## config.mk

```make
export PLATFORM = sky130hd
export DESIGN_NAME = tw_cfg_loader
export DESIGN_NICKNAME = d
export VERILOG_FILES = /design/src/rtl/tw_pkg.sv /design/src/rtl/tw_bus_ctrl.sv /design/src/rtl/tw_cfg_datapath.sv /design/src/rtl/tw_cfg_loader.sv
export SDC_FILE = /design/constraint.sdc
export NUM_CORES = 1
export LEC_CHECK = 0
export BUFFER_PORTS_ARGS = -buffer_cell sky130_fd_sc_hd__buf_2
export CAP_MARGIN = 20
export CORE_MARGIN = 1
export CORE_UTILIZATION = 29
export DETAILED_ROUTE_END_ITERATION = 10
export GPL_TIMING_DRIVEN = 1
export SLEW_MARGIN = 40
export SYNTH_ARGS = -nofsm -noshare
export SYNTH_HDL_FRONTEND = slang
export SYNTH_SLANG_ARGS = --single-unit
export TNS_END_PERCENT = 10
```

## constraint.sdc

```tcl
create_clock -name clk -period 2.5 [get_ports clk]
set_input_delay 0.25 -clock clk [delete_from_list [all_inputs] [get_ports clk]]
set_output_delay 0.25 -clock clk [all_outputs]
set_load 0.05 [all_outputs]
```

## src/rtl/tw_pkg.sv

```systemverilog
package tw_pkg;
  typedef struct packed {
    logic shift;
    logic load;
    logic dataBit;
  } twStrobe_t;
endpackage

```

## src/rtl/tw_bus_ctrl.sv

```systemverilog
module tw_bus_ctrl
  import tw_pkg::*;
#(
  parameter int SYNC_STAGES = 2
) (
  input  logic      clk,
  input  logic      rstN,
  input  logic      busClk,
  input  logic      busData,
  input  logic      busEnN,
  output twStrobe_t strb
);
  localparam int LAST = SYNC_STAGES - 1;
  // bit 2 enable, bit 1 data, bit 0 clock
  localparam logic [2:0] IDLE = 3'b100;

  logic [2:0] syncQ [SYNC_STAGES];
  logic       clkPrev, enPrev;
  logic [2:0] syncOut;

  assign syncOut = syncQ[LAST];

  always_ff @(posedge clk or negedge rstN) begin
    if (!rstN) begin
      for (int s = 0; s < SYNC_STAGES; s++) syncQ[s] <= IDLE;
      clkPrev <= 1'b0;
      enPrev  <= 1'b1;
    end else begin
      syncQ[0] <= {busEnN, busData, busClk};
      for (int s = 1; s < SYNC_STAGES; s++) syncQ[s] <= syncQ[s-1];
      clkPrev <= syncOut[0];
      enPrev  <= syncOut[2];
    end
  end

  always_comb begin
    strb.shift   = syncOut[0] & ~clkPrev & ~syncOut[2];
    strb.load    = syncOut[2] & ~enPrev;
    strb.dataBit = syncOut[1];
  end
endmodule

```

## src/rtl/tw_cfg_datapath.sv

```systemverilog
module tw_cfg_datapath
  import tw_pkg::*;
#(
  parameter int W1_W  = 23,
  parameter int W2_W  = 11,
  parameter int SPARE = 12
) (
  input  logic               clk,
  input  logic               rstN,
  input  twStrobe_t          strb,
  output logic [W1_W-2:0]    word1,
  output logic [W2_W-1:0]    word2
);
  localparam int SHIFT_W = W1_W + 1;

  logic [SHIFT_W-1:0] shiftReg;
  logic [W1_W-2:0]    w1Q;
  logic [W2_W-1:0]    w2Q;
  logic               addrBit;

  assign addrBit = shiftReg[0];

  always_ff @(posedge clk or negedge rstN) begin
    if (!rstN) begin
      shiftReg <= '0;
      w1Q      <= '0;
      w2Q      <= '0;
    end else begin
      if (strb.shift) shiftReg <= {shiftReg[SHIFT_W-2:0], strb.dataBit};
      if (strb.load && addrBit)
        w1Q <= {shiftReg[SHIFT_W-1:SPARE+2], shiftReg[SPARE:1]};
      if (strb.load && !addrBit)
        w2Q <= shiftReg[W2_W:1];
    end
  end

  assign word1 = w1Q;
  assign word2 = w2Q;


  shift_in_chk: assert property (@(posedge clk) disable iff (!rstN)
    strb.shift |=> shiftReg == {$past(shiftReg[SHIFT_W-2:0]), $past(strb.dataBit)});

  shift_hold_chk: assert property (@(posedge clk) disable iff (!rstN)
    !strb.shift |=> $stable(shiftReg));

  w1_load_chk: assert property (@(posedge clk) disable iff (!rstN)
    (strb.load && addrBit) |=> w1Q == {$past(shiftReg[SHIFT_W-1:SPARE+2]), $past(shiftReg[SPARE:1])});

  w2_load_chk: assert property (@(posedge clk) disable iff (!rstN)
    (strb.load && !addrBit) |=> w2Q == $past(shiftReg[W2_W:1]));

  w1_hold_chk: assert property (@(posedge clk) disable iff (!rstN)
    !(strb.load && addrBit) |=> $stable(w1Q));

  w2_hold_chk: assert property (@(posedge clk) disable iff (!rstN)
    !(strb.load && !addrBit) |=> $stable(w2Q));
endmodule

```

## src/rtl/tw_cfg_loader.sv

```systemverilog
module tw_cfg_loader
  import tw_pkg::*;
#(
  parameter int SYNC_STAGES = 2
) (
  input  logic       clk,
  input  logic       rstN,
  input  logic       busClk,
  input  logic       busData,
  input  logic       busEnN,
  output logic [1:0] refDiv,
  output logic [4:0] swallowCnt,
  output logic [1:0] mainSel,
  output logic       vcoSel,
  output logic       testExt,
  output logic       gfEn,
  output logic       mccEn,
  output logic [2:0] gfDev,
  output logic [2:0] vcoTrim,
  output logic [2:0] cpCur,
  output logic [4:0] demodTrim,
  output logic [2:0] mccScale,
  output logic [2:0] testMode
);
  localparam int W1_W = 23;
  localparam int W2_W = 11;

  twStrobe_t       strb;
  logic [W1_W-2:0] word1;
  logic [W2_W-1:0] word2;

  tw_bus_ctrl #(.SYNC_STAGES(SYNC_STAGES)) u_ctrl (
    .clk(clk), .rstN(rstN), .busClk(busClk), .busData(busData),
    .busEnN(busEnN), .strb(strb)
  );

  tw_cfg_datapath #(.W1_W(W1_W), .W2_W(W2_W), .SPARE(12)) u_dp (
    .clk(clk), .rstN(rstN), .strb(strb), .word1(word1), .word2(word2)
  );

  // word1 packs D22..D13 above D11..D0
  assign {refDiv, swallowCnt, mainSel, vcoSel} = word1[21:12];
  assign {testExt, gfEn, mccEn, gfDev, vcoTrim, cpCur} = word1[11:0];
  assign {demodTrim, mccScale, testMode} = word2;
endmodule

```

==> flow_summary.ini, run 1 <==
[run_status]
status = completed

[worst_hold_path]
min_from = busData
hold_end = u_ctrl.syncQ[4]
hold_path.class = in2reg
min_path_cells = 1

[detailed_routing]
dr.pass1.iters = 3
ant_nets = 0
wl_per_cell_um = 12.6
drt_wl_total_um = 3590
drc = 0
drt_iter0_drc = 36
viasPerCell = 4.21
vias = 1204

[die]
initial_core_util = 0.302
core_um2 = 7770
die_w_um = 92.0
die_y_um = 92.0
fp-row-count = 32
die-area_um2 = 8460
ios = 38

[timing]
hold-worst-slack_ns = 0.0227
worstMarginPinSlew_ns = 0.467
fin_setup_tns_ns = 0
post-route-min-period_ns = 1.56
fin_crit_sh = 0.625
hold_viol = 0
max_clock_freq_ghz = 0.640
rsz0062_at_grt = no
drv_slew = 0
relSlewSlack = 0.688
fin_skew_ns = 0.00997
finalSetupViolations = 0

[yosys]
synth_cell_types = 10
ys_seq_area_frac = 0.695
ys_top_cells_by_count = 62 x dfrtp_1, 56 x mux2_2, 3 x dfstp_2
yosysWarnings = 0
yosysMostFrequentCell = dfrtp_1
syn_area_um2 = 2350
ys.flop_type = dfrtp_1
synth_edf_count = 0
ys_top_cells_by_area = dfrtp_1 66%, mux2_2 27%, dfstp_2 3.4%
yosys.area.top_type = dfrtp_1
ys_ff_latch = 65
synthesis.nets = 135
syn_inst = 130
avgSynthCellArea_um2 = 18.1
synth_top_cell_area_share = 0.661
async_flop_share = 1.00

[layout]
final_nets = 184
diodes = 0
drive_gt1_frac = 0.630
areaGrowthSynthToFinish_pct = 23.9
nFillCells = 756

[cts]
cts.sinks = 65
clock_latency_ns = 0.33
cts_root_buf = clkbuf_8
cts_setup_buffers = 0
tritoncts = built
clockBufferDepth = 2
cts_hold_buf = 2
cts_buffers = 9
cts_htree_levels = 3
post_cts_resized = 0
clkTransAtPathRegs_ns = 0.07

[global_routing]
grt_pass1_wl_um = 6080
grt_pass1_vias = 1253
grt_use_total = 0.0980
antenna_found_initial = 0
grt_overflow = 0
grt_max_degree = 35

[place]
port_buffers = 37
place.gp.congestion = 0.681
dp_hpwl_um = 2470

[setup_path]
reg2reg_to = u_dp.word1[14]
rr_startpoint = u_ctrl.enPrev
r2r_slack_ns = 0.94
worst-path-max-fanout = 19
critPathLaunchType = register
critPathArrivalTime_ns = 1.77
worstSetupPathType = reg2reg
worstPathRequired_ns = 2.71
end_kind = register
r2r_cells = 3

[job]
cap_violations = 0

[power]
powerDensity_nw_per_um2 = 1030
ir_drop_v = 0.000471
p_leak_nw = 1.49
==> final cells by class <==
type | count | area, um^2 | share of cell area
Sequential cell | 65 | 1630 | 0.560
Multi-Input combinational cell | 60 | 681 | 0.234
Timing Repair Buffer | 43 | 263 | 0.0903
Clock buffer | 14 | 173 | 0.0594
Tap cell | 102 | 128 | 0.0439
Clock inverter | 2 | 35.0 | 0.0120
==> worst max-delay path, cell delays in order (launching register included) <==
cell and delay, ns:
dfstp_2 0.54, nand3b_1 0.20, buf_4 0.33, mux2_2 0.37
==> flip-flops by register name, indices dropped and copies added, names as in the netlist <==
register and count:
u_ctrl.clkPrev 1, u_dp.word1 22, u_dp.shiftReg 24, u_ctrl.syncQ 3, u_ctrl.syncOut 3, u_dp.word2 11
u_ctrl.enPrev 1
==> report_power, final <==
part | internal (mW) | switching [mW]
sequential | 1.23 | 0.111
clock | 0.542 | 0.359
combinational | 0.232 | 0.520
total | 2.01 | 0.990
==> layout by cell type (no fill, tap or decap) <==
cell           instances
buf_4                  3
dfstp_2                3
mux2_1                 1
dlygate4sd3_1          2
clkbuf_8              12
clkinv_2               1
buf_2                 36
mux2_2                56
nand3b_1               1
bufinv_16              1
buf_12                 2
clkbuf_1               2
nor3b_4                1
nor3b_2                1
dfrtp_1               62
==> worst max-delay path by stage <==
stage                           start             end  slack (ns)  cells after the start
global placement        u_ctrl.enPrev   u_dp.word1[6]        0.92                      3
finish                  u_ctrl.enPrev  u_dp.word1[14]        0.94                      3
floorplan           u_ctrl.syncOut[2]   u_dp.word2[0]        1.12                      3
CTS                     u_ctrl.enPrev   u_dp.word1[7]        0.89                      3
detailed placement      u_ctrl.enPrev   u_dp.word1[7]        0.93                      3
global route            u_ctrl.enPrev   u_dp.word1[8]        0.85                      3
==> logic make-up after synthesis <==
kind of cell / Yosys count / share of synthesized area
DFF: 65 / 0.695
and+or+nand+nor: 3 / 0.0165
muxes: 57 / 0.273
buffers and inverters: 5 / 0.0155
==> metrics by stage <==
stage | utilization | area [um^2] | setup WS [ns] | cells | total power, mW
global route | 0.375 | 2910 | 0.851 | 286 | 3.15
floorplan | - | 2350 | 1.12 | 130 | 1.93
CTS | 0.374 | 2910 | 0.895 | 286 | 3.05
detailed placement | 0.345 | 2680 | 0.925 | 268 | 2.13
finish | 0.375 | 2910 | 0.936 | 286 | 3.00
global placement | 0.345 | 2680 | 0.923 | 268 | 2.12
==> routing by layer <==
metal / vias to the layer above / part of all wire / global-route usage / routed length (um)
met5: - / 0 / 0 / 0
met4: 0 / 0.030 / 0.0664 / 109
met3: 9 / 0.050 / 0.0381 / 180
met2: 24 / 0.50 / 0.150 / 1780
met1: 608 / 0.42 / 0.113 / 1520
li1: 563 / - / - / -
No activity file was read; power rests on OpenSTA's default activity.
==> run 2: changes to the inputs <==
==> constraint.sdc (replaced) <==
create_clock -name clk -period 1.5 [get_ports clk]
set_input_delay 0.15 -clock clk [delete_from_list [all_inputs] [get_ports clk]]
set_output_delay 0.15 -clock clk [all_outputs]
set_load 0.05 [all_outputs]
==> run 2 against run 1 <==
  * Highest routed layer unchanged
  * Global-route usage rose by 0.47 points
  * Combinational power rose by 70%
  * Maximum frequency rose by 8.8%
  * Clock power rose by 99%
  * Wire length rose by 4.3%
  * First-iteration DRC count fell by 19%
==> flow_summary.ini, run 2 (synthesized netlist as in run 1, its figures left out) <==
[detailed_routing]
drt_wl_total_um = 3750
drc = 0
viasPerCell = 4.20
ant_nets = 0
wl_per_cell_um = 12.8
dr.pass1.iters = 4
vias = 1232
drt_iter0_drc = 29

[job]
cap_violations = 0

[power]
powerDensity_nw_per_um2 = 1760
ir_drop_v = 0.000820
p_leak_nw = 1.54

[timing]
rsz0062_at_grt = no
fin_setup_tns_ns = 0
max_clock_freq_ghz = 0.696
post-route-min-period_ns = 1.44
drv_slew = 0
hold-worst-slack_ns = 0.265
fin_crit_sh = 0.958
worstMarginPinSlew_ns = 0.408
finalSetupViolations = 0
hold_viol = 0
relSlewSlack = 0.728
fin_skew_ns = 0.00792

[layout]
drive_gt1_frac = 0.639
areaGrowthSynthToFinish_pct = 28.9
regMostFlops = u_dp.shiftReg
final_nets = 191
seq_area_um2 = 1630
diodes = 0
final_cell_mix = 62 x dfrtp_1, 56 x mux2_2, 37 x buf_2
multi_input_area_um2 = 681
layout_commonest_cell = dfrtp_1
largest_reg_flops = 24
nFillCells = 754

[setup_path]
worstSetupPathType = reg2reg
critPathLaunchType = register
end_kind = register
worst-path-max-fanout = 11
r2r_cells = 3
critPathArrivalTime_ns = 1.66
worstPathRequired_ns = 1.72

[cts]
clkTransAtPathRegs_ns = 0.07
cts_buffers = 9
cts.sinks = 65
post_cts_resized = 0
clock_latency_ns = 0.34
cts_htree_levels = 3
tritoncts = built
cts_root_buf = clkbuf_8
clockBufferDepth = 2

[die]
core_um2 = 7770
ios = 38
initial_core_util = 0.302
die-area_um2 = 8460
fp-row-count = 32
die_w_um = 92.0
die_y_um = 92.0

[place]
port_buffers = 37
dp_hpwl_um = 2610
place.gp.congestion = 0.643

[global_routing]
antenna_found_initial = 0
grt_overflow = 0
grt.busiest_layer = met2
met1_usage = 0.127
grt_util_met3 = 0.0323
met2_usage = 0.145
grt_max_degree = 22
grt_use_total = 0.103
grt_pass1_wl_um = 6290
grt_pass1_vias = 1256

[worst_hold_path]
hold_path.class = in2async

[run_status]
status = completed
-- run 2: cell count changes in the layout (fill, tap and decap cells not counted), moves of 2 or more --
cell / previous run / this run
dlygate4sd3_1: 2 / 4
buf_12: 2 / 4
bufinv_16: 1 / 3
clkbuf_8: 12 / 10
buf_4: 3 / 5
-- run 2: layer usage --
layer  vias to the layer above  share of wire
met2                        23           0.49
met3                         8          0.037
met1                       628           0.44
met4                         0          0.029
met5                         -              0
li1                        573              -
-- run 2: final timing paths --
check | endpoint | slack, ns | start
worst max-delay path | u_dp.word2[5] | 0.06 | u_ctrl.syncOut[2]
worst min-delay path | u_dp.word2[2] | 0.26 | rstN
worst max register to register | u_dp.word2[5] | 0.06 | u_ctrl.syncOut[2]
worst min register to register | u_ctrl.syncOut[1] | 0.35 | u_ctrl.syncQ[4]
max in group asynchronous | u_ctrl.syncQ[5] | 0.64 | rstN
min in group clk | u_ctrl.syncOut[1] | 0.35 | u_ctrl.syncQ[4]
-- run 2: timing repair --
| item | CTS | global route |
|---|---|---|
| setup buffers | 0 | 0 |
| hold buffers | 4 | 0 |
| hold endpoints to repair | 16 | 0 |
-- run 2: through the flow --
step,cell area (um^2),std cells,power (mW),worst slack (ns),utilization
after floorplan,2350,130,3.21,0.121,-
after global placement,2740,273,3.56,0.0871,0.353
after detailed placement,2740,273,3.58,0.0556,0.353
after CTS,3030,293,5.40,0.0507,0.389
after global routing,3030,293,5.57,0.0217,0.389
final,3030,293,5.32,0.0630,0.389
-- run 2: cell type report --
type,instances,area share
sequential,65,0.539
multi-input combinational,60,0.225
timing repair buffer,50,0.113
clock buffer,11,0.0467
tap,102,0.0422
clock inverter,5,0.0339
-- run 2: critical path, stage by stage (launching register included) --
cell	delay, ns
dfstp_2	0.57
nor3b_2	0.24
buf_12	0.18
mux2_2	0.33
-- run 2: report_power, final --
part / switching [mW] / leakage [nW] / total [mW] / internal (mW)
clock network: 0.639 / 0.120 / 1.79 / 1.15
registers: 0.196 / 0.857 / 2.25 / 2.05
logic: 0.877 / 0.568 / 1.28 / 0.405
